## src/rtl/cq_pkg.sv

```systemverilog
package cq_pkg;
  localparam int unsigned ENTRY_BYTES = 16;
  localparam int unsigned ENTRY_W     = ENTRY_BYTES * 8;
  localparam logic [7:0]  ST_OK       = 8'd0;
  localparam logic [7:0]  ST_RANGE    = 8'd16;
endpackage

```

## src/rtl/cq_cfg.sv

```systemverilog
module cq_cfg #(
  parameter int unsigned MIN_LG2 = 2,
  parameter int unsigned MAX_LG2 = 12,
  localparam int unsigned SIZE_W = $clog2(MAX_LG2 + 1)
) (
  input  logic              clk_i,
  input  logic              rst_ni,
  input  logic              init_valid_i,
  input  logic [SIZE_W-1:0] init_size_i,
  input  logic [1:0]        init_flags_i,
  input  logic              ctrl_valid_i,
  input  logic              ctrl_oper_i,
  output logic              size_ok_o,
  output logic [SIZE_W-1:0] size_o,
  output logic              enabled_o,
  output logic              irq_en_o
);
  logic [SIZE_W-1:0] size_q;
  logic              ena_q, irq_q;

  assign size_ok_o = (init_size_i >= SIZE_W'(MIN_LG2)) && (init_size_i <= SIZE_W'(MAX_LG2));

  always_ff @(posedge clk_i or negedge rst_ni) begin
    if (!rst_ni) begin
      size_q <= SIZE_W'(MIN_LG2);
      ena_q  <= 1'b0;
      irq_q  <= 1'b0;
    end else if (init_valid_i) begin
      if (size_ok_o) begin
        size_q <= init_size_i;
        irq_q  <= init_flags_i[0];
        ena_q  <= init_flags_i[1];
      end
    end else if (ctrl_valid_i) begin
      ena_q <= ctrl_oper_i;
    end
  end

  assign size_o    = size_q;
  assign enabled_o = ena_q;
  assign irq_en_o  = irq_q;


  bad_init_keeps_cfg_chk: assert property (@(posedge clk_i) disable iff (!rst_ni)
    init_valid_i && !size_ok_o |=> size_q == $past(size_q) && ena_q == $past(ena_q) && irq_q == $past(irq_q));

  ctrl_sets_enable_chk: assert property (@(posedge clk_i) disable iff (!rst_ni)
    ctrl_valid_i && !init_valid_i |=> ena_q == $past(ctrl_oper_i));
endmodule

```

## src/rtl/cq_ptr.sv

```systemverilog
module cq_ptr #(
  parameter int unsigned MAX_LG2 = 12,
  localparam int unsigned SIZE_W = $clog2(MAX_LG2 + 1),
  localparam int unsigned PTR_W  = MAX_LG2
) (
  input  logic              clk_i,
  input  logic              rst_ni,
  input  logic              clear_i,
  input  logic              adv_i,
  input  logic [SIZE_W-1:0] size_i,
  output logic [PTR_W-1:0]  wptr_o,
  output logic              color_o
);
  logic [PTR_W-1:0] wptr_q, last_slot;
  logic             color_q, at_last;

  assign last_slot = {PTR_W{1'b1}} >> (SIZE_W'(MAX_LG2) - size_i);
  assign at_last   = (wptr_q == last_slot);

  always_ff @(posedge clk_i or negedge rst_ni) begin
    if (!rst_ni) begin
      wptr_q  <= '0;
      color_q <= 1'b1;
    end else if (clear_i) begin
      wptr_q  <= '0;
      color_q <= 1'b1;
    end else if (adv_i) begin
      if (at_last) begin
        wptr_q  <= '0;
        color_q <= ~color_q;
      end else begin
        wptr_q <= wptr_q + 1'b1;
      end
    end
  end

  assign wptr_o  = wptr_q;
  assign color_o = color_q;


  wrap_flips_color_chk: assert property (@(posedge clk_i) disable iff (!rst_ni)
    adv_i && !clear_i && at_last |=> wptr_q == '0 && color_q != $past(color_q));

  clear_restarts_chk: assert property (@(posedge clk_i) disable iff (!rst_ni)
    clear_i |=> wptr_q == '0 && color_q);

  ptr_in_ring_chk: assert property (@(posedge clk_i) disable iff (!rst_ni)
    !clear_i && !$stable(size_i) == 1'b0 |-> wptr_q <= last_slot);
endmodule

```

## src/rtl/cq_entry_fmt.sv

```systemverilog
module cq_entry_fmt
  import cq_pkg::*;
#(
  parameter int unsigned IDX_W = 16,
  localparam int unsigned IDX_BYTES = IDX_W / 8
) (
  input  logic [7:0]         status_i,
  input  logic [IDX_W-1:0]   index_i,
  input  logic               color_i,
  output logic [ENTRY_W-1:0] entry_o
);
  // byte 0 status, byte 1 reserved, index little-endian from byte 2, color in MSB of last byte
  always_comb begin
    entry_o = '0;
    entry_o[7:0] = status_i;
    for (int b = 0; b < IDX_BYTES; b++) begin
      entry_o[16 + 8*b +: 8] = index_i[8*b +: 8];
    end
    entry_o[ENTRY_W-1] = color_i;
  end
endmodule

```

## src/rtl/cq_ring_writer.sv

```systemverilog
module cq_ring_writer
  import cq_pkg::*;
#(
  parameter int unsigned MIN_LG2 = 2,
  parameter int unsigned MAX_LG2 = 12,
  parameter int unsigned IDX_W   = 16,
  localparam int unsigned SIZE_W = $clog2(MAX_LG2 + 1),
  localparam int unsigned PTR_W  = MAX_LG2
) (
  input  logic               clk_i,
  input  logic               rst_ni,
  input  logic               init_valid_i,
  input  logic [SIZE_W-1:0]  init_size_i,
  input  logic [1:0]         init_flags_i,
  output logic               init_done_o,
  output logic [7:0]         init_status_o,
  input  logic               ctrl_valid_i,
  input  logic               ctrl_oper_i,
  input  logic               req_valid_i,
  input  logic [7:0]         req_status_i,
  input  logic [IDX_W-1:0]   req_index_i,
  output logic               mem_we_o,
  output logic [PTR_W-1:0]   mem_addr_o,
  output logic [ENTRY_W-1:0] mem_data_o,
  output logic               irq_o
);
  logic              size_ok, q_enabled, irq_en, accept;
  logic [SIZE_W-1:0] size;
  logic [PTR_W-1:0]  wptr;
  logic              color;
  logic [ENTRY_W-1:0] entry;

  cq_cfg #(.MIN_LG2(MIN_LG2), .MAX_LG2(MAX_LG2)) u_cfg (
    .clk_i, .rst_ni, .init_valid_i, .init_size_i, .init_flags_i,
    .ctrl_valid_i, .ctrl_oper_i,
    .size_ok_o(size_ok), .size_o(size), .enabled_o(q_enabled), .irq_en_o(irq_en)
  );

  // init wins over a same-cycle request
  assign accept = req_valid_i && q_enabled && !init_valid_i;

  cq_ptr #(.MAX_LG2(MAX_LG2)) u_ptr (
    .clk_i, .rst_ni,
    .clear_i(init_valid_i && size_ok), .adv_i(accept), .size_i(size),
    .wptr_o(wptr), .color_o(color)
  );

  cq_entry_fmt #(.IDX_W(IDX_W)) u_fmt (
    .status_i(req_status_i), .index_i(req_index_i), .color_i(color), .entry_o(entry)
  );

  always_ff @(posedge clk_i or negedge rst_ni) begin
    if (!rst_ni) begin
      mem_we_o      <= 1'b0;
      mem_addr_o    <= '0;
      mem_data_o    <= '0;
      irq_o         <= 1'b0;
      init_done_o   <= 1'b0;
      init_status_o <= ST_OK;
    end else begin
      mem_we_o    <= accept;
      irq_o       <= mem_we_o && irq_en;
      init_done_o <= init_valid_i;
      if (accept) begin
        mem_addr_o <= wptr;
        mem_data_o <= entry;
      end
      if (init_valid_i) init_status_o <= size_ok ? ST_OK : ST_RANGE;
    end
  end


  drop_when_disabled_chk: assert property (@(posedge clk_i) disable iff (!rst_ni)
    req_valid_i && !q_enabled |=> !mem_we_o);

  irq_follows_write_chk: assert property (@(posedge clk_i) disable iff (!rst_ni)
    irq_o |-> $past(mem_we_o));

  write_has_cause_chk: assert property (@(posedge clk_i) disable iff (!rst_ni)
    mem_we_o |-> $past(req_valid_i) && !$past(init_valid_i));

  done_after_init_chk: assert property (@(posedge clk_i) disable iff (!rst_ni)
    init_done_o |-> $past(init_valid_i));
endmodule

```

## config.mk

```make
export PLATFORM = sky130hd
export DESIGN_NAME = cq_ring_writer
export DESIGN_NICKNAME = d
export VERILOG_FILES = /design/src/rtl/cq_pkg.sv /design/src/rtl/cq_cfg.sv /design/src/rtl/cq_ptr.sv /design/src/rtl/cq_entry_fmt.sv /design/src/rtl/cq_ring_writer.sv
export SDC_FILE = /design/constraint.sdc
export NUM_CORES = 1
export LEC_CHECK = 0
export BUFFER_PORTS_ARGS = -buffer_cell sky130_fd_sc_hd__buf_4
export CAP_MARGIN = 20
export CORE_MARGIN = 8
export CORE_UTILIZATION = 35
export DETAILED_ROUTE_END_ITERATION = 8
export PLACE_DENSITY = 0.63
export SLEW_MARGIN = 15
export SYNTH_ARGS = -nofsm -noshare
export SYNTH_HDL_FRONTEND = slang
export SYNTH_HIERARCHICAL = 1
export SYNTH_SLANG_ARGS = --single-unit
```

## constraint.sdc

```tcl
create_clock -name clk_i -period 2.4 [get_ports clk_i]
set_input_delay 0.36 -clock clk_i [delete_from_list [all_inputs] [get_ports clk_i]]
set_output_delay 0.36 -clock clk_i [all_outputs]
set_load 0.01 [all_outputs]
```

=== After elaboration in Yosys (flattened, before gate mapping) ===
Cells that the tools add are included.

* Reductions and logical operators: 12
* Bitwise logic cells: 1
* Mux-type cells: 10
* Magnitude comparators: 2
* Add/sub/neg operators: 2
* Equality and inequality tests: 2
* Shifts and indexed selects: 1

{| class="wikitable"
|+ Operator list
! cell !! count
|-
| $mux W12 || 3
|-
| $add A12 B1 Y12 const B || 1
|-
| $eq A12 B12 Y1 || 1
|-
| $shr A12 B4 Y12 const A || 1
|-
| $mux W1 || 6
|-
| $reduce_and A2 Y1 || 3
|-
| $reduce_bool A2 Y1 || 3
|-
| $logic_and A1 B1 Y1 || 5
|-
| $mux W5 || 1
|-
| $ge A4 B2 Y1 const B || 1
|-
| $le A4 B4 Y1 const B || 1
|-
| $sub A4 B4 Y4 const A || 1
|-
| $ne A2 B1 Y1 const B || 1
|-
| $logic_not A1 Y1 || 1
|-
| $not A1 Y1 || 1
|}

* Flip-flop bits (word level): 67
* Bits of input ports: 36
* Output and inout port bits: 151
* Logic and storage cells: 41

=== Depth between registers and ports, before layout ===
Gate-level depths: netlist of run 1.

* Depth in word-level cells: 6
* Depth in mapped cells: 10

=== Cells and area by module ===
The synthesis of run 1 kept the hierarchy.

{| class="wikitable"
|+ Modules (own cells, without submodules)
! module !! area each (sq um) !! cells each !! times used
|-
| cq_ring_writer || 5724.2 || 313 || 1
|-
| cq_ptr || 1387.6 || 172 || 1
|-
| cq_entry_fmt || 964.7 || 129 || 1
|-
| cq_cfg || 281.5 || 20 || 1
|}

=== Least setup slack after synthesis of run 1 ===
Ideal clock, no wire load.

* Path type: register to register
* Start: register u_cfg.size_q[1] (netlist: u_cfg/size_o[1])
* End: register u_ptr.color_q (netlist: u_ptr/color_o)
* Path buffers: 0
* Path slack: -0.068 ns
* Stages on the path, launching flop included: 10
* Arrival: 2.393 ns
* Library setup time: 0.075 ns
* Clock period less this slack: 2.468 ns
* Path through: dfstp_2 > inv_1 > ha_1 > mux2_2 > o21a_1 > a221o_1 > a21oi_2 > nand4_4 > nor3_4 > mux2i_1

* Cells in the longest elaborated chain, start to end: 5

{| class="wikitable"
|+ RTL lines
! what !! line !! source
|-
| start: declaration || cq_cfg.sv:18 || <nowiki>logic [SIZE_W-1:0] size_q;</nowiki>
|-
| start signal: assignment || cq_cfg.sv:25 || <nowiki>size_q <= SIZE_W'(MIN_LG2);</nowiki>
|-
| start signal: assignment || cq_cfg.sv:30 || <nowiki>size_q <= init_size_i;</nowiki>
|-
| $sub A4 B4 Y4 || cq_ptr.sv:17 || <nowiki>assign last_slot = {PTR_W{1'b1}} >> (SIZE_W'(MAX_LG2) - size_i);</nowiki>
|-
| $shr A12 B4 Y12 || cq_ptr.sv:17 ||
|-
| $eq A12 B12 Y1 || cq_ptr.sv:18 || <nowiki>assign at_last = (wptr_q == last_slot);</nowiki>
|-
| $reduce_bool A2 Y1 (no source line) || -- ||
|-
| $reduce_and A2 Y1 (no source line) || -- ||
|-
| end signal: assignment || cq_ptr.sv:30 || <nowiki>color_q <= ~color_q;</nowiki>
|-
| end: declaration || cq_ptr.sv:15 || <nowiki>logic color_q, at_last;</nowiki>
|}

No other way between the ends.
A chain may end at the register's enable or synchronous reset.

=== Final worst setup path of run 1 ===
Same ends and word-level chain as after synthesis.

==> impl_metrics.ini, run 1 <==
[outcome]
status = complete, but fails checks
violations = negative setup slack

[clock_tree]
clock_latency_ps = 410
cts_buffers = 17
cts_tree = done
clock_path_buffers = 2
clock-root-buffer = clkbuf_16
ctsHtreeMaxLevel = 4
clk_pin_slew_ps = 70
cts_sinks = 163

[pwr]
vdd_drop_max_mv = 0.355
powerDensity_nw_per_um2 = 912
p_leak_nw = 5.15
p_total_mw = 9.44

[critical_path]
startpoint_type = flop
required_ps = 2750
critPathKind = reg -> reg
endpoint_kind = flop
path_max_fanout = 7
arrival_ps = 2800

[synth]
ys_warn_count = 6
synthCells = 634
synth-edff-count = 0
yosysUniqueCellTypes = 64
ys_ff_latch = 163
synthTopCellsByArea = dfrtp_1 48%, mux2_4 14%, buf_4 12%, mux2_2 7.7%, buf_6 1.8%
synth_largest_area_cell = dfrtp_1
synth_area_per_cell_um2 = 13.2
yosysMostFrequentCell = dfrtp_1
synth_ff_type = dfrtp_1
synth_area_um2 = 8360
synth_async_sr_flop_share_pct = 100
synth_top_area_share_pct = 48.2
yosysSeqAreaShare_pct = 48.8
synth_common_cells = 161 x dfrtp_1, 136 x buf_4, 80 x mux2_4, 57 x mux2_2, 14 x nand2_1

[layout]
drive_gt1_share_pct = 50.6
area_growth_pct = 23.9
nets = 854
fin_util_pct = 44.1
fillers = 2162
multiInputGateArea_um2 = 3520
num_antenna_cells = 0
ff_latch_area_um2 = 4080

[timing]
tightest_slew_ps = 817
hold_violations = 0
rsz0062_at_grt = yes
setup-violations-final = 4
fin_ws_ps = -53.5
slew_viol_final = 0
skew_ps = 9.63
hold_ws_ps = 112
max_freq_mhz = 408
slew_headroom_pct = 45.6
min_period_ps = 2450
period_share_pct = 102
tns_ps = -87.6

[global_route]
grt_overflow = 0
grt_antenna_before_repair = 0
grt_max_degree = 103
grt_pass1_wl_um = 28000
grt_pass1_vias = 5094
grt.total_usage_pct = 12.0

[placed_design]
hpwl_um = 12100
io_buffers = 179
finalWeightedCongestion = 0.806
pre_cts_slack_ps = -114

[drt]
drtPass1Iterations = 4
postRouteAntennaNets = 0
initialDrtViolationCount = 225
wl_um = 17100
num_vias = 4854
wl_per_cell_um = 14.9
drc = 0
vias_per_cell = 4.24

[run]
cap_violations = 0

[floorplanning]
dieArea_um2 = 29100
die_y_um = 171
die_w_um = 171
row_count = 56
core_um2 = 23500
start_util_pct = 35.6
ios = 187

[min_path]
min_path_type = in -> reg
what timing repair did:
item | CTS | global route
endpoints found under the setup margin | 10 | 13
setup buffers | 3 | 3
pin swaps | 8 | 13
endpoints found under the hold margin | 49 | 0
resized for setup | 9 | 26
hold buffers | 1 | 0
kinds of logic after synthesis:
family	Yosys count	share of synthesized area, %
compound gates	58	5.14
xor+xnor	8	0.838
fa+ha+maj	4	0.599
buf+inv	175	15.3
flops	163	48.8
mux	150	23.7
other cells	2	0.0899
simple gates	74	5.49
worst paths after layout:
check                                startpoint             end  slack [ps]  cells past startpoint
min in group asynchronous                rst_ni   mem_addr_o[1]         490                      2
worst min-delay path               init_valid_i     init_done_o         110                      1
max in group asynchronous                rst_ni  mem_data_o[71]        1240                      3
worst max-delay path            u_cfg/size_o[1]   u_ptr/color_o         -50                      9
worst min register to register   u_cfg/irq_en_o           irq_o         480                      1
worst max register to register  u_cfg/size_o[1]   u_ptr/color_o         -50                      9
registers in the layout (all words and copies together), names as in the netlist:
register	cells
irq_o	1
mem_addr_o	12
u_ptr/wptr_o	12
u_cfg/enabled_o	1
init_done_o	1
u_cfg/size_o	4
mem_we_o	1
u_cfg/irq_en_o	1
u_ptr/color_o	1
mem_data_o	128
init_status_o	1
worst max-delay path: stages, from the launching register on:
cell	delay (ps)
dfstp_2	550
inv_4	50
ha_4	180
mux2_2	270
o21a_1	160
a221o_1	360
a21oi_2	160
nand4_4	180
nor3_4	260
mux2i_1	220
layout by cell type, fill, tap and decap left out, drive strengths merged, types with 2 or more instances in the layout:
| cell type | instances |
|---|---|
| xnor2 | 7 |
| nand2 | 14 |
| dfstp | 2 |
| bufinv | 3 |
| inv | 20 |
| nand3 | 6 |
| o21ai | 15 |
| o22ai | 5 |
| nand2b | 3 |
| nand4b | 2 |
| nand4 | 5 |
| or3 | 4 |
| mux2i | 4 |
| a32oi | 2 |
| dfrtp | 161 |
| o211ai | 6 |
| conb | 110 |
| nor3 | 11 |
| o221ai | 2 |
| clkinv | 3 |
| nor2 | 10 |
| mux2 | 146 |
| ha | 4 |
| and2 | 4 |
| buf | 214 |
| clkbuf | 18 |
| o211a | 2 |
| o21a | 3 |
| nor2b | 4 |
| a21oi | 11 |
| nor4 | 4 |
power breakdown:
group	switching [mW]	leakage, nW	internal (mW)	total, mW
clock network	1.21	0.310	1.71	2.92
logic	1.19	2.88	1.64	2.83
registers	0.357	1.97	3.33	3.69
total	2.76	5.15	6.69	9.44
cell type report:
type	instances	share of cell area, %
inverter	13	0.495
timing repair buffer	215	16.2
tap	319	3.85
sequential	163	39.4
multi-input combinational	404	34.0
clock inverter	13	1.81
clock buffer	18	4.24
through the flow:
step                      instance area [um^2]  cells
after floorplan                           8770    742
after global placement                    9550   1107
after detailed placement                  9550   1107
after CTS                                10200   1142
after global routing                     10400   1145
final                                    10400   1145
per-layer routing:
layer / share of wire, % / vias to the layer above / global-route usage (%)
met2: 48 / 144 / 19.1
met4: 1.0 / 0 / 3.43
met1: 44 / 2394 / 15.4
met3: 7.0 / 11 / 3.94
li1: - / 2305 / -
met5: 0 / - / 0
No activity file was read; power rests on OpenSTA's default activity.
==> inputs of run 2 (changes only) <==
==> constraint.sdc (replaced) <==
create_clock -name clk_i -period 2.4 [get_ports clk_i]
set_input_delay 0.12 -clock clk_i [delete_from_list [all_inputs] [get_ports clk_i]]
set_output_delay 0.12 -clock clk_i [all_outputs]
set_load 0.01 [all_outputs]
==> impl_metrics.ini, run 2 (synthesis results as in run 1) <==
[timing]
tightest_slew_ps = 858
min_period_ps = 2450
slew_headroom_pct = 42.8
hold_violations = 0
period_share_pct = 102
slew_viol_final = 0
max_freq_mhz = 407
tns_ps = -269
skew_ps = 7.39
setup-violations-final = 8
fin_ws_ps = -54.1
rsz0062_at_grt = yes

[pwr]
p_sw_mw = 2.74
powerDensity_nw_per_um2 = 887
p_leak_nw = 5.20
clockPowerShare_pct = 30.2
vdd_drop_max_mv = 0.496
p_comb_share_pct = 30.1
power.internal_mw = 6.57
p_sw_share_pct = 29.4
p_seq_share_pct = 39.7

[critical_path]
worstReg2RegStart = u_cfg/size_o[1]
path_max_fanout = 6
required_ps = 2690
arrival_ps = 2740
endpoint_kind = flop
critPathKind = reg -> reg
r2r_cells = 10
startpoint_type = flop
ff2ff_setup_slack_ps = -50
r2r_end = u_ptr/wptr_o[4]

[placed_design]
hpwl_um = 11700
pre_cts_slack_ps = -56.5
io_buffers = 179
finalWeightedCongestion = 0.892

[outcome]
status = complete, but fails checks
violations = negative setup slack

[floorplanning]
ios = 187
die_y_um = 171
dieArea_um2 = 29100
start_util_pct = 35.6
die_w_um = 171
row_count = 56
core_um2 = 23500

[layout]
area_growth_pct = 25.6
final_common_cell = buf_4
drive_gt1_share_pct = 47.1
largest_register = mem_data_o
fillers = 2120
largest_register_ffs = 128
nets = 875
final_cell_mix = 199 x buf_4, 161 x dfrtp_1, 110 x conb_1, 80 x mux2_4, 57 x mux2_2
fin_util_pct = 44.7
num_antenna_cells = 0

[global_route]
grt.total_usage_pct = 12.1
grt_overflow = 0
grt_pass1_wl_um = 28100
busiest_layer = met2
grt_max_degree = 105
met2_usage_pct = 18.8
grt_antenna_before_repair = 0
grt_pass1_vias = 5123
grtUsageMet3_pct = 3.71
grtUsageMet1_pct = 15.8

[drt]
drc = 0
vias_per_cell = 4.23
wl_per_cell_um = 14.9
wl_um = 17400
postRouteAntennaNets = 0
drtPass1Iterations = 4
num_vias = 4932
initialDrtViolationCount = 267

[clock_tree]
cts_sinks = 163
clock_path_buffers = 2
ctsHtreeMaxLevel = 4
clock_latency_ps = 420
cts_tree = done
clk_pin_slew_ps = 70
clock-root-buffer = clkbuf_16
cts_buffers = 17

[run]
cap_violations = 0

[min_path]
hold_start = init_flags_i[1]
holdPathEnd = u_cfg/enabled_o
whs_path_depth = 3
min_path_type = in -> reg
## run 2: cell types whose count changed in the layout (fill, tap and decap cells not counted), moves of 4 or more
cell,change
dlygate4sd3_1,+30
o21ai_0,+7
buf_4,-6
o21ai_1,-4
## run 2: metal layers
layer / share of wire (%) / vias to the layer above
met4: 1.4 / 0
met3: 7.5 / 15
met2: 47 / 162
met1: 44 / 2404
met5: 0 / -
li1: - / 2351
## run 2: metrics by stage
step	std cells	hold slack, ps	total power [mW]	instance area, um^2
after floorplan	742	-176	5.31	8770
after global placement	1098	165	6.43	9480
after detailed placement	1098	169	6.48	9480
after CTS	1164	41.7	9.44	10400
after global routing	1166	61.7	9.84	10500
final	1166	67.1	9.31	10500
## run 2: worst max-delay path by stage
stage	to	slack (ps)	start
after floorplan	u_ptr/color_o	20	u_cfg/size_o[1]
after global routing	u_ptr/wptr_o[10]	-150	u_cfg/size_o[1]
after global placement	u_ptr/color_o	-30	u_cfg/size_o[1]
after CTS	u_ptr/color_o	-40	u_cfg/size_o[1]
final	u_ptr/wptr_o[4]	-50	u_cfg/size_o[1]
after detailed placement	u_ptr/color_o	-60	u_cfg/size_o[1]
## run 2: what timing repair did
action	CTS	global route
setup buffers	4	2
hold buffers	31	0
pin swaps	5	5
endpoints found under the hold margin	89	0
setup endpoints to repair	7	13
resized for setup	4	10
## run 2: layout make-up
type / count / area (um^2) / share of cell area [%]
timing repair buffer: 236 / 1900 / 18.1
clock buffer: 18 / 439 / 4.18
clock inverter: 13 / 163 / 1.55
inverter: 13 / 51.3 / 0.489
multi-input combinational: 404 / 3460 / 33.0
sequential: 163 / 4080 / 38.9
tap: 319 / 399 / 3.80
## run 2: power by group through the flow
stage / Combinational, mW / Sequential [mW] / Clock, mW
2_1_floorplan: 1.36 / 3.95 / 0
3_3_place_gp: 2.72 / 3.71 / 0
3_5_place_dp: 2.75 / 3.73 / 0
4_1_cts: 2.82 / 3.69 / 2.93
5_1_grt: 3.04 / 3.77 / 3.03
6_report: 2.81 / 3.69 / 2.81
## run 2: critical path, stage by stage (launching register included)
cell and delay [ps]:
dfstp_2 560, inv_4 50, ha_4 180, mux2_2 260
o21a_1 160, a221o_1 350, a21oi_2 150, nand4_4 170
buf_4 200, o22ai_1 140, o21ai_0 100
